File: config.mk
export PLATFORM = sky130hd
export DESIGN_NAME = uart_de_tx
export DESIGN_NICKNAME = d
export VERILOG_FILES = /design/src/rtl/uart_de_pkg.sv /design/src/rtl/uart_de_cfg.sv /design/src/rtl/uart_de_hold.sv /design/src/rtl/uart_de_seq.sv /design/src/rtl/uart_de_tx.sv
export SDC_FILE = /design/constraint.sdc
export NUM_CORES = 1
export LEC_CHECK = 0
export ABC_AREA = 1
export BUFFER_PORTS_ARGS = -buffer_cell sky130_fd_sc_hd__buf_4
export CORE_UTILIZATION = 23
export CTS_CLUSTER_SIZE = 16
export DETAILED_ROUTE_END_ITERATION = 10
export GPL_TIMING_DRIVEN = 1
export SLEW_MARGIN = 30
export SYNTH_ARGS = -nofsm -noshare
export SYNTH_HDL_FRONTEND = slang
export SYNTH_HIERARCHICAL = 1
export SYNTH_SLANG_ARGS = --single-unit
File: constraint.sdc
create_clock -name clk -period 3.65 [get_ports clk]
set_input_delay 0.365 -clock clk [delete_from_list [all_inputs] [get_ports clk]]
set_output_delay 0.365 -clock clk [all_outputs]
set_load 0.03 [all_outputs]
File: src/rtl/uart_de_pkg.sv
// Shared definitions for the driver-enable serial transmitter.
// Assumes: data is at most 9 bits wide; word-length codes are fixed by the spec.
package uart_de_pkg;

    typedef enum logic [2:0] {
        ST_IDLE,
        ST_LEAD,
        ST_START,
        ST_DATA,
        ST_STOP,
        ST_LAG
    } seq_state_t;

    // Map the two-bit word-length code to a data-bit count (11 treated as 8)
    function automatic int unsigned wlen_to_bits(input logic [1:0] code);
        case (code)
            2'b01:   return 9;
            2'b10:   return 7;
            default: return 8;
        endcase
    endfunction

endpackage

File: src/rtl/uart_de_cfg.sv
// Configuration capture: follows the raw inputs while the block is disabled
// and freezes them while it is enabled.
// Assumes: rst_n is synchronous, active low.
module uart_de_cfg #(
    parameter int DLY_W = 5,
    parameter int BIT_W = 4
) (
    input  logic             clk,
    input  logic             rst_n,
    input  logic             enable,
    input  logic [1:0]       raw_wlen,
    input  logic             raw_os8,
    input  logic             raw_stop2,
    input  logic [DLY_W-1:0] raw_lead,
    input  logic [DLY_W-1:0] raw_lag,
    output logic [1:0]       wlen_q,
    output logic             os8_q,
    output logic             stop2_q,
    output logic [DLY_W-1:0] lead_q,
    output logic [DLY_W-1:0] lag_q,
    output logic [BIT_W-1:0] nbits
);
    import uart_de_pkg::*;

    // Capture the settings only while enable is low
    always_ff @(posedge clk) begin
        if (!rst_n) begin
            wlen_q  <= 2'b00;
            os8_q   <= 1'b0;
            stop2_q <= 1'b0;
            lead_q  <= '0;
            lag_q   <= '0;
        end else if (!enable) begin
            wlen_q  <= raw_wlen;
            os8_q   <= raw_os8;
            stop2_q <= raw_stop2;
            lead_q  <= raw_lead;
            lag_q   <= raw_lag;
        end
    end

    // Decode the data-bit count from the captured code
    always_comb begin
        nbits = BIT_W'(wlen_to_bits(wlen_q));
    end

endmodule

File: src/rtl/uart_de_hold.sv
// One-entry holding register between the write port and the sequencer.
// Assumes: push is only raised when the entry is empty; disable clears it.
module uart_de_hold #(
    parameter int DATA_W = 9
) (
    input  logic              clk,
    input  logic              rst_n,
    input  logic              enable,
    input  logic              push,
    input  logic [DATA_W-1:0] push_data,
    input  logic              pop,
    output logic              vld,
    output logic [DATA_W-1:0] data
);

    // Track occupancy of the single pending slot
    always_ff @(posedge clk) begin
        if (!rst_n || !enable) begin
            vld <= 1'b0;
        end else if (push) begin
            vld <= 1'b1;
        end else if (pop) begin
            vld <= 1'b0;
        end
    end

    // Store the pending character on acceptance
    always_ff @(posedge clk) begin
        if (!rst_n) begin
            data <= '0;
        end else if (push) begin
            data <= push_data;
        end
    end

endmodule

File: src/rtl/uart_de_seq.sv
// Frame sequencer: leading enable delay, start bit, data bits (LSB first),
// stop bits and trailing enable delay, all stepped by the oversampling tick.
// Assumes: configuration inputs are stable while enable is high; a pending
// character is only taken in the idle state, so each frame gets a full lead.
module uart_de_seq #(
    parameter int DATA_W = 9,
    parameter int DLY_W  = 5,
    parameter int BIT_W  = 4,
    parameter int OS_MAX = 16
) (
    input  logic                    clk,
    input  logic                    rst_n,
    input  logic                    enable,
    input  logic                    tick,
    input  logic [BIT_W-1:0]        nbits,
    input  logic                    os8,
    input  logic                    stop2,
    input  logic [DLY_W-1:0]        lead,
    input  logic [DLY_W-1:0]        lag,
    input  logic                    hold_vld,
    input  logic [DATA_W-1:0]       hold_data,
    output logic                    pop,
    output uart_de_pkg::seq_state_t state,
    output logic                    tx,
    output logic                    de
);
    import uart_de_pkg::*;

    localparam int SUB_W = $clog2(OS_MAX);

    logic [SUB_W-1:0]  sub;
    logic [BIT_W-1:0]  bitc;
    logic [DLY_W-1:0]  dcnt;
    logic [DATA_W-1:0] shreg;
    logic [SUB_W-1:0]  sub_last;
    logic              bit_end;
    logic [BIT_W-1:0]  stop_last;

    // Per-bit tick limit and stop-bit limit from the captured settings
    always_comb begin
        sub_last  = os8 ? SUB_W'(OS_MAX / 2 - 1) : SUB_W'(OS_MAX - 1);
        bit_end   = tick && (sub == sub_last);
        stop_last = stop2 ? BIT_W'(1) : BIT_W'(0);
    end

    // Sequencer state, counters and shift register
    always_ff @(posedge clk) begin
        if (!rst_n || !enable) begin
            state <= ST_IDLE;
            sub   <= '0;
            bitc  <= '0;
            dcnt  <= '0;
            shreg <= '1;
        end else begin
            case (state)
                ST_IDLE: begin
                    if (hold_vld) begin
                        shreg <= hold_data;
                        sub   <= '0;
                        bitc  <= '0;
                        dcnt  <= '0;
                        state <= (lead == '0) ? ST_START : ST_LEAD;
                    end
                end
                ST_LEAD: begin
                    if (tick) begin
                        if (dcnt == lead - DLY_W'(1)) begin
                            state <= ST_START;
                            sub   <= '0;
                        end else begin
                            dcnt <= dcnt + DLY_W'(1);
                        end
                    end
                end
                ST_START: begin
                    if (bit_end) begin
                        state <= ST_DATA;
                        sub   <= '0;
                        bitc  <= '0;
                    end else if (tick) begin
                        sub <= sub + SUB_W'(1);
                    end
                end
                ST_DATA: begin
                    if (bit_end) begin
                        sub   <= '0;
                        shreg <= {1'b1, shreg[DATA_W-1:1]};
                        if (bitc == nbits - BIT_W'(1)) begin
                            state <= ST_STOP;
                            bitc  <= '0;
                        end else begin
                            bitc <= bitc + BIT_W'(1);
                        end
                    end else if (tick) begin
                        sub <= sub + SUB_W'(1);
                    end
                end
                ST_STOP: begin
                    if (bit_end) begin
                        sub <= '0;
                        if (bitc == stop_last) begin
                            bitc  <= '0;
                            dcnt  <= '0;
                            state <= (lag == '0) ? ST_IDLE : ST_LAG;
                        end else begin
                            bitc <= bitc + BIT_W'(1);
                        end
                    end else if (tick) begin
                        sub <= sub + SUB_W'(1);
                    end
                end
                ST_LAG: begin
                    if (tick) begin
                        if (dcnt == lag - DLY_W'(1)) begin
                            state <= ST_IDLE;
                        end else begin
                            dcnt <= dcnt + DLY_W'(1);
                        end
                    end
                end
                default: state <= ST_IDLE;
            endcase
        end
    end

    // Line level, driver enable and hand-off strobe from the current state
    always_comb begin
        pop = enable && (state == ST_IDLE) && hold_vld;
        de  = (state != ST_IDLE);
        case (state)
            ST_START: tx = 1'b0;
            ST_DATA:  tx = shreg[0];
            default:  tx = 1'b1;
        endcase
    end

endmodule

File: src/rtl/uart_de_tx.sv
// Top of the half-duplex serial transmitter with driver-enable lead and lag.
// Joins configuration capture, the one-entry holding register and the frame
// sequencer, and generates the write-port ready.
// Assumes: tick is a one-clock pulse at 8 or 16 times the bit rate.
module uart_de_tx #(
    parameter int DATA_W = 9,
    parameter int DLY_W  = 5,
    parameter int OS_MAX = 16
) (
    input  logic              clk,
    input  logic              rst_n,
    input  logic              enable,
    input  logic              tick,
    input  logic [1:0]        cfg_wlen,
    input  logic              cfg_os8,
    input  logic              cfg_stop2,
    input  logic [DLY_W-1:0]  cfg_lead,
    input  logic [DLY_W-1:0]  cfg_lag,
    input  logic              wr_valid,
    output logic              wr_ready,
    input  logic [DATA_W-1:0] wr_data,
    output logic              tx,
    output logic              de,
    output logic              tx_busy
);
    import uart_de_pkg::*;

    localparam int BIT_W = $clog2(DATA_W + 1);
    localparam int CFG_W = 4 + 2 * DLY_W;

    logic [1:0]        wlen_q;
    logic              os8_q;
    logic              stop2_q;
    logic [DLY_W-1:0]  lead_q;
    logic [DLY_W-1:0]  lag_q;
    logic [BIT_W-1:0]  nbits;
    logic              hold_vld;
    logic [DATA_W-1:0] hold_data;
    logic              pop;
    logic              push;
    seq_state_t        state;
    logic [CFG_W-1:0]  cfg_snap;

    uart_de_cfg #(.DLY_W(DLY_W), .BIT_W(BIT_W)) u_cfg (
        .clk       (clk),
        .rst_n     (rst_n),
        .enable    (enable),
        .raw_wlen  (cfg_wlen),
        .raw_os8   (cfg_os8),
        .raw_stop2 (cfg_stop2),
        .raw_lead  (cfg_lead),
        .raw_lag   (cfg_lag),
        .wlen_q    (wlen_q),
        .os8_q     (os8_q),
        .stop2_q   (stop2_q),
        .lead_q    (lead_q),
        .lag_q     (lag_q),
        .nbits     (nbits)
    );

    uart_de_hold #(.DATA_W(DATA_W)) u_hold (
        .clk       (clk),
        .rst_n     (rst_n),
        .enable    (enable),
        .push      (push),
        .push_data (wr_data),
        .pop       (pop),
        .vld       (hold_vld),
        .data      (hold_data)
    );

    uart_de_seq #(
        .DATA_W (DATA_W),
        .DLY_W  (DLY_W),
        .BIT_W  (BIT_W),
        .OS_MAX (OS_MAX)
    ) u_seq (
        .clk       (clk),
        .rst_n     (rst_n),
        .enable    (enable),
        .tick      (tick),
        .nbits     (nbits),
        .os8       (os8_q),
        .stop2     (stop2_q),
        .lead      (lead_q),
        .lag       (lag_q),
        .hold_vld  (hold_vld),
        .hold_data (hold_data),
        .pop       (pop),
        .state     (state),
        .tx        (tx),
        .de        (de)
    );

    // Write-port acceptance and busy indication
    always_comb begin
        wr_ready = enable && !hold_vld && ((state == ST_IDLE) || (state == ST_LAG));
        push     = wr_valid && wr_ready;
        tx_busy  = de;
        cfg_snap = {wlen_q, os8_q, stop2_q, lead_q, lag_q};
    end

endmodule

==> flow_summary.yaml <==
run_status:
  status: "completed"
worst_setup_path:
  r2r_slack_ns: 1.59
  end_kind: "register"
  cpLargestDelayFamily: "simple AND/OR/NAND/NOR gates"
  cp.arrival_ns: 2.25
  crit_top_cell: "nand2_1"
  crit_chain: "inv_1 > ha_1 > inv_1 > inv_1 > ha_1 > xor2_1 > nand2_1 > nor2_1 > nand2_1 > nand2_1 > nand3_2 > nor2_4 > nand2_1 > nand2_1 > nor2_1"
  worstSetupPathType: "reg -> reg"
  start_kind: "register"
  critPathMaxStageDelay_ns: 0.31
  worst-path-stages: 15
  ff2ff_path_depth: 15
  r2r-start: "u_cfg/wlen_q[0]"
  cpMaxStageDelayCell: "dfxtp_1"
  worstReg2RegEnd: "u_seq/state[2]"
  crit_buf_inv: 3
  critPathMaxFanout: 6
  crit_required_ns: 3.84
timing:
  fin_crit_ns: 2.06
  slew_headroom_pct: 56.5
  final-hold-violation-count: 0
  fin_skew_ns: 0.00393
  worstMarginPinSlew_ns: 0.651
  clock.fmax_mhz: 484
  fin_crit_sh_pct: 56.6
  whs_ns: 0.290
  setup_viol: 0
  rsz0062_at_grt: "false"
  tns_ns: 0
  drv_slew: 0
clock_network:
  cts_made_buffers: 5
  hold_buffers: 0
  clkSinkCount: 49
  post_cts_buffers: 0
  h-tree-depth: 2
  clock_latency_ns: 0.29
  clock_path_buffers: 2
  clk_pin_slew_worst_paths_ns: 0.07
  cts_tree: "built"
  cts_resized: 0
  clockRootBuffer: "clkbuf_16"
synth:
  synth-seq-cells: 49
  yosys-top-cells-area: "dfxtp_1 (33%), nand2_1 (16%), nor2_1 (11%)"
  netlist.area_leader.share_pct: 32.5
  avgSynthCellArea_um2: 6.51
  synth_edf_count: 0
  synth_area_leader_cell: "dfxtp_1"
  synthesis.nets: 499
  yosys-top-cells-count: "nand2_1 (126), nor2_1 (88), inv_1 (64)"
  ys_seq_area_share_pct: 32.5
  synthArstFlopShare_pct: 0
  synth.distinct_cells: 32
  netlist_instances: 463
  ys.flop_type: "dfxtp_1"
  yosysWarnings: 6
  synth_most_common_cell: "nand2_1"
  synthesis.area_mm2: 0.00301
detailed_routing:
  wl_mm: 6.22
  vias: 2680
  drtPass1Iterations: 6
  wire_per_inst_um: 9.42
  vias_per_cell: 4.06
  drt_iter0_drc: 162
  top_layer_used: "met4"
  wl_met2_mm: 2.71
  wl_met1_mm: 3.15
  ant_nets: 0
  wl_met3_um: 216
  drt_drc_violations_left: 0
power:
  power_switching_w: 0.000668
  pwr-share-comb_pct: 34.8
  p_leak_nw: 1.61
  power.internal_w: 0.00117
  power_frac_seq_pct: 35.3
  switching_share_pct: 36.4
  p_per_area_mw_per_mm2: 520
  power.share.clock_pct: 29.9
  vdd_drop_max_mv: 0.182
layout:
  fin_nets: 523
  drive_gt1_share_pct: 13.3
  n_antenna_cell: 0
  syn_to_final_growth_pct: 16.9
  multi_input_area_mm2: 0.00166
  regArea_um2: 981
  fill_cells: 1470
grt:
  grt_pass1_wl_mm: 11.0
  grtUsageTotal_pct: 10.3
  antenna_found_initial: 0
  grt_pass1_vias: 2466
  grt-ovfl-total: 0
  grt_start_max_net_pins: 33
floorplan:
  coreArea_mm2: 0.0127
  dieArea_mm2: 0.0136
  fp.dieH_um: 116
  die_w_um: 116
  rows: 41
  io_pins: 32
  initial_core_util_pct: 23.7
hold_path:
  min-delay-start: "wr_data[0]"
  holdPathStages: 3
  hold_path.class: "in -> reg"
  hold_path_end: "u_hold/data[0]"
job:
  maxCapViolations: 0
place:
  gp_congestion: 0.812
  hpwl_mm: 4.62
  port_buffers: 31
==> power groups by stage <==
stage / clock [W] / sequential (W) / combinational (W)
6_report: 0.000548 / 0.000648 / 0.000638
5_1_grt: 0.000589 / 0.000658 / 0.000743
4_1_cts: 0.000567 / 0.000649 / 0.000643
3_5_place_dp: 0 / 0.000661 / 0.000641
3_3_place_gp: 0 / 0.000660 / 0.000641
2_1_floorplan: 0 / 0.000643 / 0.000545
==> cell type report <==
type                       instances  area share [%]
multi-input combinational        331            47.0
inverter                          69            7.42
sequential                        49            27.8
tap                              172            6.11
timing repair buffer              31            6.60
clock buffer                       6            3.94
clock inverter                     2            1.06
==> metrics by stage <==
| stage | cells | setup WS (ns) | utilization (%) | cell area (um^2) | total power, W |
|---|---|---|---|---|---|
| 2_1_floorplan | 463 | 1.73 | - | 3010 | 0.00119 |
| 3_3_place_gp | 652 | 1.63 | 26.3 | 3350 | 0.00130 |
| 3_5_place_dp | 652 | 1.60 | 26.3 | 3350 | 0.00130 |
| 4_1_cts | 660 | 1.59 | 27.7 | 3520 | 0.00186 |
| 5_1_grt | 660 | 1.31 | 27.7 | 3520 | 0.00199 |
| 6_report | 660 | 1.59 | 27.7 | 3520 | 0.00183 |
==> worst max-delay path by stage <==
| stage | start | to | slack [ns] |
|---|---|---|---|
| global route | u_cfg/wlen_q[0] | u_seq/state[0] | 1.31 |
| floorplan | u_cfg/wlen_q[0] | u_seq/state[0] | 1.73 |
| CTS | u_cfg/wlen_q[0] | u_seq/state[2] | 1.59 |
| detailed placement | u_cfg/wlen_q[0] | u_seq/state[2] | 1.60 |
| finish | u_cfg/wlen_q[0] | u_seq/state[2] | 1.59 |
| global placement | u_cfg/wlen_q[0] | u_seq/state[0] | 1.63 |
==> cell usage in the layout (no fill, tap or decap) <==
cell	netlist	routed
nand2_1	126	126
nor2_1	88	88
inv_1	64	64
dfxtp_1	49	49
buf_4	3	31
nand3_1	23	23
o21ai_0	15	15
a21oi_1	15	15
xor2_1	10	10
ha_1	8	8
nand4_1	7	7
nor2_2	6	6
o211ai_1	6	6
clkbuf_16	0	5
inv_2	4	4
o311ai_2	4	4
xnor2_1	4	4
nor3_1	3	3
nand2_2	2	2
nor3_4	2	2
nor2_4	2	2
nand4_2	2	2
nand3_2	2	2
bufinv_16	0	1
clkinvlp_4	0	1
clkbuf_8	0	1
inv_4	1	1
o21ai_2	1	1
o31ai_1	1	1
o311ai_1	1	1
a211oi_1	1	1
o21a_1	1	1
a21boi_1	1	1
==> sequential cells by signal (all words and copies together), names as in the netlist, 2 cells and up <==
signal and flops:
u_hold/data 9, u_seq/shreg 9, u_cfg/lag_q 5, u_cfg/lead_q 5
u_seq/dcnt 5, u_seq/bitc 4, u_seq/sub 4, u_seq/state 3
u_cfg/wlen_q 2
==> per-layer routing <==
layer / track usage, % / up-vias
met5: 0 / -
met3: 2.34 / 8
met1: 13.1 / 1153
met2: 16.3 / 31
li1: - / 1488
met4: 5.13 / 0
==> cell families (layout without fill, tap and decap cells) <==
kind of cell | count (synthesis) | count (layout) | share of synthesized area (%)
buffers and inverters | 83 | 108 | 12.5
flip-flops | 49 | 49 | 32.5
adder cells (fa/ha/maj) | 8 | 8 | 3.32
XOR/XNOR | 14 | 14 | 4.07
AO/OA/AOI/OAI | 46 | 46 | 10.2
AND/OR/NAND/NOR | 263 | 263 | 37.4
==> worst reg2reg max path, stage by stage, from the launching register on <==
cell	delay [ns]
dfxtp_1	0.31
inv_1	0.06
ha_1	0.29
inv_1	0.08
inv_1	0.06
ha_1	0.30
xor2_1	0.13
nand2_1	0.07
nor2_1	0.10
nand2_1	0.05
nand2_1	0.08
nand3_2	0.09
nor2_4	0.19
nand2_1	0.07
nand2_1	0.06
nor2_1	0.04
(Power assumes the default switching activity.)
